<file path="config.mk">
export PLATFORM = sky130hd
export DESIGN_NAME = pcm_voice_port
export DESIGN_NICKNAME = d
export VERILOG_FILES = /design/src/rtl/pcm_port_pkg.sv /design/src/rtl/pcm_edge_detect.sv /design/src/rtl/pcm_slot_timer.sv /design/src/rtl/pcm_tx_path.sv /design/src/rtl/pcm_rx_path.sv /design/src/rtl/pcm_voice_port.sv
export SDC_FILE = /design/constraint.sdc
export NUM_CORES = 1
export LEC_CHECK = 0
export BUFFER_PORTS_ARGS = -buffer_cell sky130_fd_sc_hd__buf_2
export CAP_MARGIN = 30
export CORE_ASPECT_RATIO = 1.1
export CORE_MARGIN = 4
export CORE_UTILIZATION = 67
export DETAILED_ROUTE_END_ITERATION = 10
export PLACE_DENSITY_LB_ADDON = 0.25
export SYNTH_ARGS = -nofsm -noshare
export SYNTH_HDL_FRONTEND = slang
export SYNTH_SLANG_ARGS = --single-unit
</file>
<file path="constraint.sdc">
create_clock -name clk -period 14.84 [get_ports clk]
set_clock_uncertainty 0.05 [all_clocks]
set_input_delay 2.226 -clock clk [delete_from_list [all_inputs] [get_ports clk]]
set_output_delay 2.226 -clock clk [all_outputs]
set_load 0.005 [all_outputs]
</file>
<file path="src/rtl/pcm_port_pkg.sv">
package pcm_port_pkg;
  parameter int SAMPLE_W = 16;
  parameter int CODE_W   = 8;
  localparam int SLOT_W  = $clog2(SAMPLE_W + 1);

  function automatic logic [CODE_W-1:0] mu_encode(input logic signed [SAMPLE_W-1:0] s);
    int q, m, v, seg;
    logic [CODE_W-1:0] raw, mask;
    q = int'(s) >>> 2;
    if (q < 0) begin m = -q; mask = 8'h7F; end
    else       begin m = q;  mask = 8'hFF; end
    if (m > 8159) m = 8159;
    v = m + 33;
    seg = 8;
    for (int i = 7; i >= 0; i--) if (v < (64 << i)) seg = i;
    if (seg == 8) raw = 8'h7F;
    else raw = 8'((seg << 4) | ((v >> (seg + 1)) & 15));
    return raw ^ mask;
  endfunction

  function automatic logic [CODE_W-1:0] alaw_encode(input logic signed [SAMPLE_W-1:0] s);
    int q, m, seg;
    logic [CODE_W-1:0] raw, mask;
    q = int'(s) >>> 3;
    if (q >= 0) begin m = q;      mask = 8'hD5; end
    else        begin m = -q - 1; mask = 8'h55; end
    seg = 8;
    for (int i = 7; i >= 0; i--) if (m < (32 << i)) seg = i;
    if (seg == 8)     raw = 8'h7F;
    else if (seg < 2) raw = 8'((seg << 4) | ((m >> 1) & 15));
    else              raw = 8'((seg << 4) | ((m >> seg) & 15));
    return raw ^ mask;
  endfunction

  function automatic logic [SAMPLE_W-1:0] mu_decode(input logic [CODE_W-1:0] c);
    logic [CODE_W-1:0] u;
    int t;
    u = ~c;
    t = ((int'(u[3:0]) << 3) + 132) << u[6:4];
    return u[7] ? SAMPLE_W'(132 - t) : SAMPLE_W'(t - 132);
  endfunction

  function automatic logic [SAMPLE_W-1:0] alaw_decode(input logic [CODE_W-1:0] c);
    logic [CODE_W-1:0] a;
    int t, e;
    a = c ^ 8'h55;
    e = int'(a[6:4]);
    t = int'(a[3:0]) << 4;
    if (e == 0) t = t + 8;
    else        t = (t + 264) << (e - 1);
    return a[7] ? SAMPLE_W'(t) : SAMPLE_W'(-t);
  endfunction

  function automatic logic [SAMPLE_W-1:0] build_tx_word(input logic [SAMPLE_W-1:0] s,
      input logic mute, input logic cmp, input logic alaw);
    logic [CODE_W-1:0] c;
    if (!cmp) return mute ? '0 : s;
    if (mute) c = alaw ? 8'hD5 : 8'hFF;
    else      c = alaw ? alaw_encode(s) : mu_encode(s);
    return {c, {(SAMPLE_W - CODE_W){1'b0}}};
  endfunction
endpackage

</file>
<file path="src/rtl/pcm_edge_detect.sv">
module pcm_edge_detect #(
  parameter bit RISING = 1'b1
) (
  input  logic clk,
  input  logic sig,
  output logic edge_o
);
  logic prev;
  always_ff @(posedge clk) prev <= sig;
  generate
    if (RISING) begin : g_rise
      assign edge_o = sig & ~prev;
    end else begin : g_fall
      assign edge_o = ~sig & prev;
    end
  endgenerate
endmodule

</file>
<file path="src/rtl/pcm_slot_timer.sv">
module pcm_slot_timer
  import pcm_port_pkg::*;
(
  input  logic              clk,
  input  logic              rst,
  input  logic              fs_rise,
  input  logic              bck_fall,
  output logic              slot_strobe,
  output logic [SLOT_W-1:0] slot_idx
);
  localparam logic [SLOT_W-1:0] IDLE_CNT = SLOT_W'(SAMPLE_W);
  logic [SLOT_W-1:0] cnt;

  assign slot_strobe = bck_fall & ~fs_rise & (cnt != IDLE_CNT);
  assign slot_idx    = cnt;

  always_ff @(posedge clk) begin
    if (rst)              cnt <= IDLE_CNT;
    else if (fs_rise)     cnt <= '0;
    else if (slot_strobe) cnt <= cnt + 1'b1;
  end


  slot_start_chk: assert property (@(posedge clk) disable iff (rst)
    fs_rise |=> (slot_idx == '0));
endmodule

</file>
<file path="src/rtl/pcm_tx_path.sv">
module pcm_tx_path
  import pcm_port_pkg::*;
(
  input  logic                clk,
  input  logic                rst,
  input  logic                fs_rise,
  input  logic                slot_strobe,
  input  logic [SLOT_W-1:0]   slot_idx,
  input  logic [SAMPLE_W-1:0] sample,
  input  logic                mute,
  input  logic                cmp_sel,
  input  logic                alaw_sel,
  output logic                sdout
);
  localparam logic [SLOT_W-1:0] HALF_IDX = SLOT_W'(CODE_W);
  logic [SAMPLE_W-1:0] shreg;
  logic                cmp_q;

  always_ff @(posedge clk) begin
    if (rst) begin
      shreg <= '0;
      cmp_q <= 1'b0;
      sdout <= 1'b0;
    end else if (fs_rise) begin
      shreg <= build_tx_word(sample, mute, cmp_sel, alaw_sel);
      cmp_q <= cmp_sel;
    end else if (slot_strobe) begin
      sdout <= shreg[SAMPLE_W-1];
      shreg <= {shreg[SAMPLE_W-2:0], 1'b0};
    end
  end


  reset_low_chk: assert property (@(posedge clk) rst |=> !sdout);

  cmp_tail_zero_chk: assert property (@(posedge clk) disable iff (rst)
    (slot_strobe && cmp_q && slot_idx >= HALF_IDX) |=> !sdout);

  mute_silence_chk: assert property (@(posedge clk) disable iff (rst)
    (fs_rise && mute && !cmp_sel) |=> (shreg == '0));
endmodule

</file>
<file path="src/rtl/pcm_rx_path.sv">
module pcm_rx_path
  import pcm_port_pkg::*;
(
  input  logic                clk,
  input  logic                rst,
  input  logic                fs_rise,
  input  logic                slot_strobe,
  input  logic [SLOT_W-1:0]   slot_idx,
  input  logic                sdin,
  input  logic                cmp_sel,
  input  logic                alaw_sel,
  output logic [SAMPLE_W-1:0] dac_sample
);
  localparam logic [SLOT_W-1:0] LAST_LIN = SLOT_W'(SAMPLE_W - 1);
  localparam logic [SLOT_W-1:0] LAST_CMP = SLOT_W'(CODE_W - 1);
  logic [SAMPLE_W-1:0] shreg;
  logic                cmp_q, alaw_q, load_q;
  logic                last_slot;

  assign last_slot = slot_strobe && (slot_idx == (cmp_q ? LAST_CMP : LAST_LIN));

  always_ff @(posedge clk) begin
    if (rst) begin
      shreg <= '0; cmp_q <= 1'b0; alaw_q <= 1'b0; load_q <= 1'b0; dac_sample <= '0;
    end else begin
      load_q <= last_slot;
      if (fs_rise) begin
        cmp_q  <= cmp_sel;
        alaw_q <= alaw_sel;
      end else if (slot_strobe) begin
        shreg <= {shreg[SAMPLE_W-2:0], sdin};
      end
      if (load_q) begin
        if (!cmp_q)     dac_sample <= shreg;
        else if (alaw_q) dac_sample <= alaw_decode(shreg[CODE_W-1:0]);
        else             dac_sample <= mu_decode(shreg[CODE_W-1:0]);
      end
    end
  end


  dac_hold_chk: assert property (@(posedge clk) disable iff (rst)
    !load_q |=> $stable(dac_sample));

  cmp_load_chk: assert property (@(posedge clk) disable iff (rst)
    (slot_strobe && cmp_q && slot_idx == LAST_CMP) |=> load_q);
endmodule

</file>
<file path="src/rtl/pcm_voice_port.sv">
module pcm_voice_port
  import pcm_port_pkg::*;
(
  input  logic                clk,
  input  logic                rst,
  input  logic                bck,
  input  logic                fsync,
  input  logic [SAMPLE_W-1:0] adc_sample,
  input  logic                adc_mute,
  input  logic                adc_cmp_sel,
  input  logic                adc_alaw_sel,
  input  logic                dac_cmp_sel,
  input  logic                dac_alaw_sel,
  input  logic                sdin,
  output logic                sdout,
  output logic [SAMPLE_W-1:0] dac_sample
);
  logic              fs_rise, bck_fall, slot_strobe;
  logic [SLOT_W-1:0] slot_idx;

  pcm_edge_detect #(.RISING(1'b1)) u_fs_edge (.clk(clk), .sig(fsync), .edge_o(fs_rise));
  pcm_edge_detect #(.RISING(1'b0)) u_bck_edge (.clk(clk), .sig(bck), .edge_o(bck_fall));

  pcm_slot_timer u_timer (
    .clk(clk), .rst(rst), .fs_rise(fs_rise), .bck_fall(bck_fall),
    .slot_strobe(slot_strobe), .slot_idx(slot_idx));

  pcm_tx_path u_tx (
    .clk(clk), .rst(rst), .fs_rise(fs_rise), .slot_strobe(slot_strobe),
    .slot_idx(slot_idx), .sample(adc_sample), .mute(adc_mute),
    .cmp_sel(adc_cmp_sel), .alaw_sel(adc_alaw_sel), .sdout(sdout));

  pcm_rx_path u_rx (
    .clk(clk), .rst(rst), .fs_rise(fs_rise), .slot_strobe(slot_strobe),
    .slot_idx(slot_idx), .sdin(sdin), .cmp_sel(dac_cmp_sel),
    .alaw_sel(dac_alaw_sel), .dac_sample(dac_sample));
endmodule

</file>
# Word-level counts from Yosys, hierarchy flattened
# Cells that the tools add are included.
# word_totals
ff_bits,59
in_bits,26
out_inout_bits,17
wordCells,154
# classes
add_sub_neg,13
magnitude_cmp,20
n_eq_ne,4
shift,4
muxes,83
bitwise,14
n_reduce_logical,5
# op_table
operator,n
$mux 32,23
$mux 16,14
$mux 8,23
$mux 4,17
$eq 32x5->1 const B,2
$lt 32x10->1 const B,2
$lt 32x11->1 const B,2
$lt 32x12->1 const B,2
$lt 32x13->1 const B,2
$lt 32x14->1 const B,2
$lt 32x8->1 const B,2
$lt 32x9->1 const B,2
$shr 32x32->4,2
$add 32x2->32 const B,1
$add 32x7->32 const B,1
$gt 32x14->1 const B,1
$lt 32x15->1 const B,1
$lt 32x3->1 const B,1
$lt 32x7->1 const B,1
$neg 13->32,1
$neg 14->32,1
$shl 10x32->16,1
$shl 32x3->16,1
$sub 32x2->32 const B,1
26 further kinds,37

# Logic depth before layout (Yosys ltp)
# depth
word_depth,40
mapped_depth,26
mapped_depth_nobuf,23

# By module
# Synthesis repeated with hierarchy kept, for this count alone.
# hier_totals
cells_unflattened,935
hier_area_um2,6777.8
# modules_own_cells
module,instances,cells_per_inst,area_per_inst_um2,seq_area_each_um2
pcm_rx_path,1,448,3291.9,700.7
pcm_tx_path,1,455,3140.5,340.3
pcm_slot_timer,1,28,277.8,100.1
pcm_edge_detect,2,2,33.8,20.0

# Least setup slack after synthesis
# No wires, ideal clock.
# synth_path
path_type,input to register
from,input port adc_sample[2]
to,register u_tx.shreg[9]
setup_time_ns,0.133
t_arrival_ns,6.788
required_time_ns,14.657
slack_ns,7.869
stages,24
n_path_buf,3
cell_sequence,clkbuf_1 > inv_1 > ha_1 > o21bai_1 > a2111oi_0 > a211oi_2 > nor4_2 > a21oi_1 > o211ai_1 > ha_1 > inv_1 > o21ai_0 > a311o_1 > o211a_1 > o21ai_2 > a31o_1 > buf_6 > inv_4 > ha_1 > clkbuf_1 > nor3_1 > nor3_1 > o41ai_1 > o31ai_1
# synth_between
elab_chain_len,39
word_cells_on_any_way,48
cone_classes,add/sub (3); order compare (10); eq/ne (1); shift (1); mux (31); bitwise (2)
# synth_lines
item,line,rtl
start: declaration,pcm_voice_port.sv:8,"input logic [SAMPLE_W-1:0] adc_sample,"
$neg 14->32 / $lt 14x1->1 (equally long branches),pcm_port_pkg.sv:10,if (q < 0) begin m = -q; mask = 8'h7F; end
$mux 32 (*),pcm_port_pkg.sv:10,
$mux 32 (*) (2 in a row),pcm_port_pkg.sv:58,if (mute) c = alaw ? 8'hD5 : 8'hFF;
$mux 32 (*),pcm_tx_path.sv:24,end else if (fs_rise) begin
$mux 32 (*),pcm_tx_path.sv:20,if (rst) begin
$gt 32x14->1,pcm_port_pkg.sv:12,if (m > 8159) m = 8159;
$mux 32 (*),pcm_port_pkg.sv:12,
$mux 32 (*) (2 in a row),pcm_port_pkg.sv:58,
(+20 left out),n/a,
$mux 8 (*) (2 in a row),pcm_port_pkg.sv:58,
$mux 8 (*),pcm_tx_path.sv:24,
$mux 8 (*),pcm_tx_path.sv:20,
$xor 8x8->8 (*),pcm_port_pkg.sv:18,return raw ^ mask;
$mux 8 (*),pcm_port_pkg.sv:59,else c = alaw ? alaw_encode(s) : mu_encode(s);
$mux 8 (*),pcm_port_pkg.sv:58,
$mux 16 (*),pcm_port_pkg.sv:58,
$mux 16 (*),pcm_tx_path.sv:24,
end signal: assignment,pcm_tx_path.sv:25,"shreg <= build_tx_word(sample, mute, cmp_sel, alaw_sel);"
end signal: assignment,pcm_tx_path.sv:29,"shreg <= {shreg[SAMPLE_W-2:0], 1'b0};"
end: declaration,pcm_tx_path.sv:16,logic [SAMPLE_W-1:0] shreg;
# Mark *: on every way between the ends. The rest lies on a longest branch, timed or not. The select of a mux whose other input is x is not followed.
# A chain may end at the register's enable or synchronous reset.

# Worst setup path after layout
# layout_path
from,input port adc_sample[15]
to,register u_tx.shreg[9]
# layout_between
elab_chain_len,39
word_cells_on_any_way,88
cone_classes,add/sub (5); order compare (20); eq/ne (2); shift (2); mux (54); bitwise (5)
# layout_lines
item,line
$neg 14->32 / $lt 14x1->1 (equally long branches),pcm_port_pkg.sv:10
$mux 32,pcm_port_pkg.sv:10
$mux 32 (2 in a row),pcm_port_pkg.sv:58
$mux 32,pcm_tx_path.sv:24
$mux 32,pcm_tx_path.sv:20
$gt 32x14->1,pcm_port_pkg.sv:12
$mux 32,pcm_port_pkg.sv:12
$mux 32 (2 in a row),pcm_port_pkg.sv:58
(+20 left out),n/a
$mux 8 (2 in a row),pcm_port_pkg.sv:58
$mux 8,pcm_tx_path.sv:24
$mux 8,pcm_tx_path.sv:20
$xor 8x8->8,pcm_port_pkg.sv:18
$mux 8 (*),pcm_port_pkg.sv:59
$mux 8 (*),pcm_port_pkg.sv:58
$mux 16 (*),pcm_port_pkg.sv:58
$mux 16 (*),pcm_tx_path.sv:24
# Marks and branches as above.

==> impl_metrics.csv <==
group,metric,value,unit
floorplanning,start_util,0.685,
clocking,clockBufferDepth,2,
critical_path,cp_max_fo,34,
drt,num_vias,6797,
floorplanning,die_w,98.8,um
finish,fin_cells,967,
critical_path,path_class,"input port to flip-flop",
timing,slew_headroom,0.289,
power_and_ir_drop,power_frac_seq,0.365,
finish,area_growth,5.74,%
synth,synth_fp_nets,902,
placement,post-place-cells,950,
timing,final_max_slew_viol_count,0,
critical_path,required,15.01,ns
timing,tns,0,ns
critical_path,arrival,7.99,ns
floorplanning,die_h,108,um
synth,syn_inst,861,
min_path,hold_class,"flip-flop to flip-flop",
timing,hold_viol,0,
floorplanning,die-area,10700,um2
clocking,clkTransAtPathRegs,0.08,ns
synth,yosys.area.top_type,"dfxtp_1",
critical_path,critPathCaptureType,"flip-flop",
grt,grtUsageMet3,0.0292,
placement,io_buffers,42,
power_and_ir_drop,ir_worst_vdd,0.0420,mV
synth,syn_area,6080,um2
grt,grt_use_total,0.338,
drt,drt_iter0_drc,667,
grt,grt_pass1_vias,6281,
drt,wl_per_cell,19.3,um
timing,tightestPinTransition,1.07,ns
power_and_ir_drop,switching_share,0.337,
clocking,cts_root_buffer,"clkbuf_8",
grt,grt_pass1_wl,29.8,mm
drt,final_antenna_net_count,0,
synth,synth.avg_cell_area,7.06,um2
synth,seq_area_frac_synth,0.194,
clocking,cts_htree_levels,3,
placement,dp_hpwl,13.2,mm
power_and_ir_drop,intPower,0.300,mW
power_and_ir_drop,pwr-share-clk,0.365,
power_and_ir_drop,cellPowerDensity,70.5,nW/um2
timing,setup_viol,0,
clocking,cts_setup_buffers,0,
timing,finalCriticalPeriod,7.82,ns
finish,drive_gt1_frac,0.120,
power_and_ir_drop,p_sw,0.153,mW
synth,synthMostInstantiatedCell,"nand2_1",
synth,synth_common_cells,"113 x nand2_1, 83 x a21oi_1, 59 x dfxtp_1",
grt,grt_max_degree,57,
grt,globalRouteMet1Util,0.371,
synth,synth_top_area_share,0.194,
clocking,cts.sink_count,59,
floorplanning,core-area,8870,um2
synth,synth_edf_count,0,
finish,post-route-util,0.724,
critical_path,start_kind,"input port",
grt,globalRoute.busiestLayer,"met2",
finish,nets,889,
job,maxCapViolCount,0,
floorplanning,ios,43,
finish,antenna_cells,0,
clocking,clk_latency,0.35,ns
synth,async_flop_share,0,
synth,yosysUniqueCellTypes,90,
run_status,status,"complete, no violations",
grt,overflow,0,
drt,dr.pass1.iters,8,
drt,drt-total-wl,18.6,mm
floorplanning,rows,36,
placement,place_congestion,0.991,
grt,antenna_found_initial,0,
clocking,cts_resized,0,
timing,max_freq,0.128,GHz
synth,synth_warnings,0,
grt,global_route.usage.met2,0.623,
power_and_ir_drop,comb_power_share,0.270,
clocking,numCtsBuffers,9,
power_and_ir_drop,p_leak,2.29,nW
clocking,holdBufCountCts,0,
clocking,cts_tree,"yes",
timing,rsz0062_at_grt,"no",
synth,synth_seq_cells,59,
synth,synth_top_flop_cell,"dfxtp_1",
drt,vias_per_cell,7.03,
timing,hold_ws,0.417,ns
power_and_ir_drop,finalPower,0.453,mW
synth,synthTopCellsByArea,"dfxtp_1 19%, nand2_1 7.0%, a21oi_1 6.8%, mux2i_1 4.0%, xnor2_1 3.7%",
drt,drc,0,
timing,fin_crit_sh,0.527,
-- per-layer routing --
metal / up-vias / wire length (um)
met2: 385 / 9430
met5: - / 0
met1: 3161 / 6900
met3: 96 / 1250
met4: 0 / 1070
li1: 3155 / -
-- registers in the layout, indices dropped and copies added (netlist names) --
| register | cells |
|---|---|
| u_bck_edge.prev | 1 |
| u_fs_edge.prev | 1 |
| u_rx.alaw_q | 1 |
| u_rx.cmp_q | 1 |
| u_rx.dac_sample | 16 |
| u_rx.load_q | 1 |
| u_rx.shreg | 16 |
| u_timer.slot_idx | 5 |
| u_tx.sdout | 1 |
| u_tx.shreg | 16 |
-- kinds of logic after synthesis --
logic type	share of synthesized area
buffers and inverters	0.0653
muxes	0.0544
xor gates and xnor gates	0.0620
DFF	0.194
adders and majority gates	0.0309
AOI/OAI and AO/OA	0.333
and+or+nand+nor	0.261
-- worst paths after layout --
kind                               startpoint                                to  slack, ns  cells past startpoint
max                            adc_sample[15]        u_tx.shreg[9]$_SDFFE_PP0P_       7.02                     21
min          u_rx.dac_sample[12]$_SDFFE_PP0P_  u_rx.dac_sample[12]$_SDFFE_PP0P_       0.42                      2
max reg2reg        u_rx.shreg[5]$_SDFFE_PP0P_  u_rx.dac_sample[11]$_SDFFE_PP0P_      10.17                     13
min reg2reg  u_rx.dac_sample[12]$_SDFFE_PP0P_  u_rx.dac_sample[12]$_SDFFE_PP0P_       0.42                      2
-- worst max-delay path, cell delays in order --
cell and delay, ns:
buf_2 0.50, inv_1 0.43, a2111oi_0 0.67, a211oi_2 0.20
nor4_2 0.48, a21oi_1 0.24, o211ai_1 0.15, ha_1 0.30
inv_1 0.16, o21ai_0 0.28, nand4_1 0.16, o211a_1 0.24
o21ai_2 0.15, a31o_1 0.37, inv_4 0.08, ha_1 0.53
mux2i_1 0.13, o21ai_0 0.17, nor3_1 0.07, o41ai_1 0.32
o31ai_1 0.12
-- metrics by stage --
step / setup WS (ns) / cell area (um2)
2_1_floorplan: 7.87 / 6080
3_3_place_gp: 7.06 / 6170
3_5_place_dp: 6.84 / 6170
4_1_cts: 7.19 / 6400
5_1_grt: 6.41 / 6430
6_report: 7.02 / 6430
-- layout make-up --
class                   instances  area [um2]
clock buffers                   9         124
fillers                       713        2450
repair buffers                 49         283
multi-input cells             704        4500
clock inverters                 7         100
inverters                      25        96.3
flip-flops and latches         59        1180
well taps                     114         143
-- power by group through the flow --
stage / sequential, mW / combinational [mW] / clock [mW]
finish: 0.165 / 0.122 / 0.165
global route: 0.166 / 0.132 / 0.172
CTS: 0.165 / 0.118 / 0.166
detailed placement: 0.169 / 0.118 / 0
global placement: 0.168 / 0.116 / 0
floorplan: 0.166 / 0.0933 / 0
-- cell usage in the layout (no fill, tap or decap), types with 11 or more instances in the layout --
cell type,count
xor2_1,17
dfxtp_1,59
a31oi_1,25
inv_1,23
nand2_1,113
nor2b_1,12
ha_1,15
a21oi_1,83
nand3_1,21
nor2_1,58
o211ai_1,21
xnor2_1,26
buf_2,42
a211oi_1,21
o22ai_1,11
nor3_1,30
mux2i_1,24
nand2b_1,19
o21ai_0,33
Note: power is estimated with default switching activity, not from simulation.
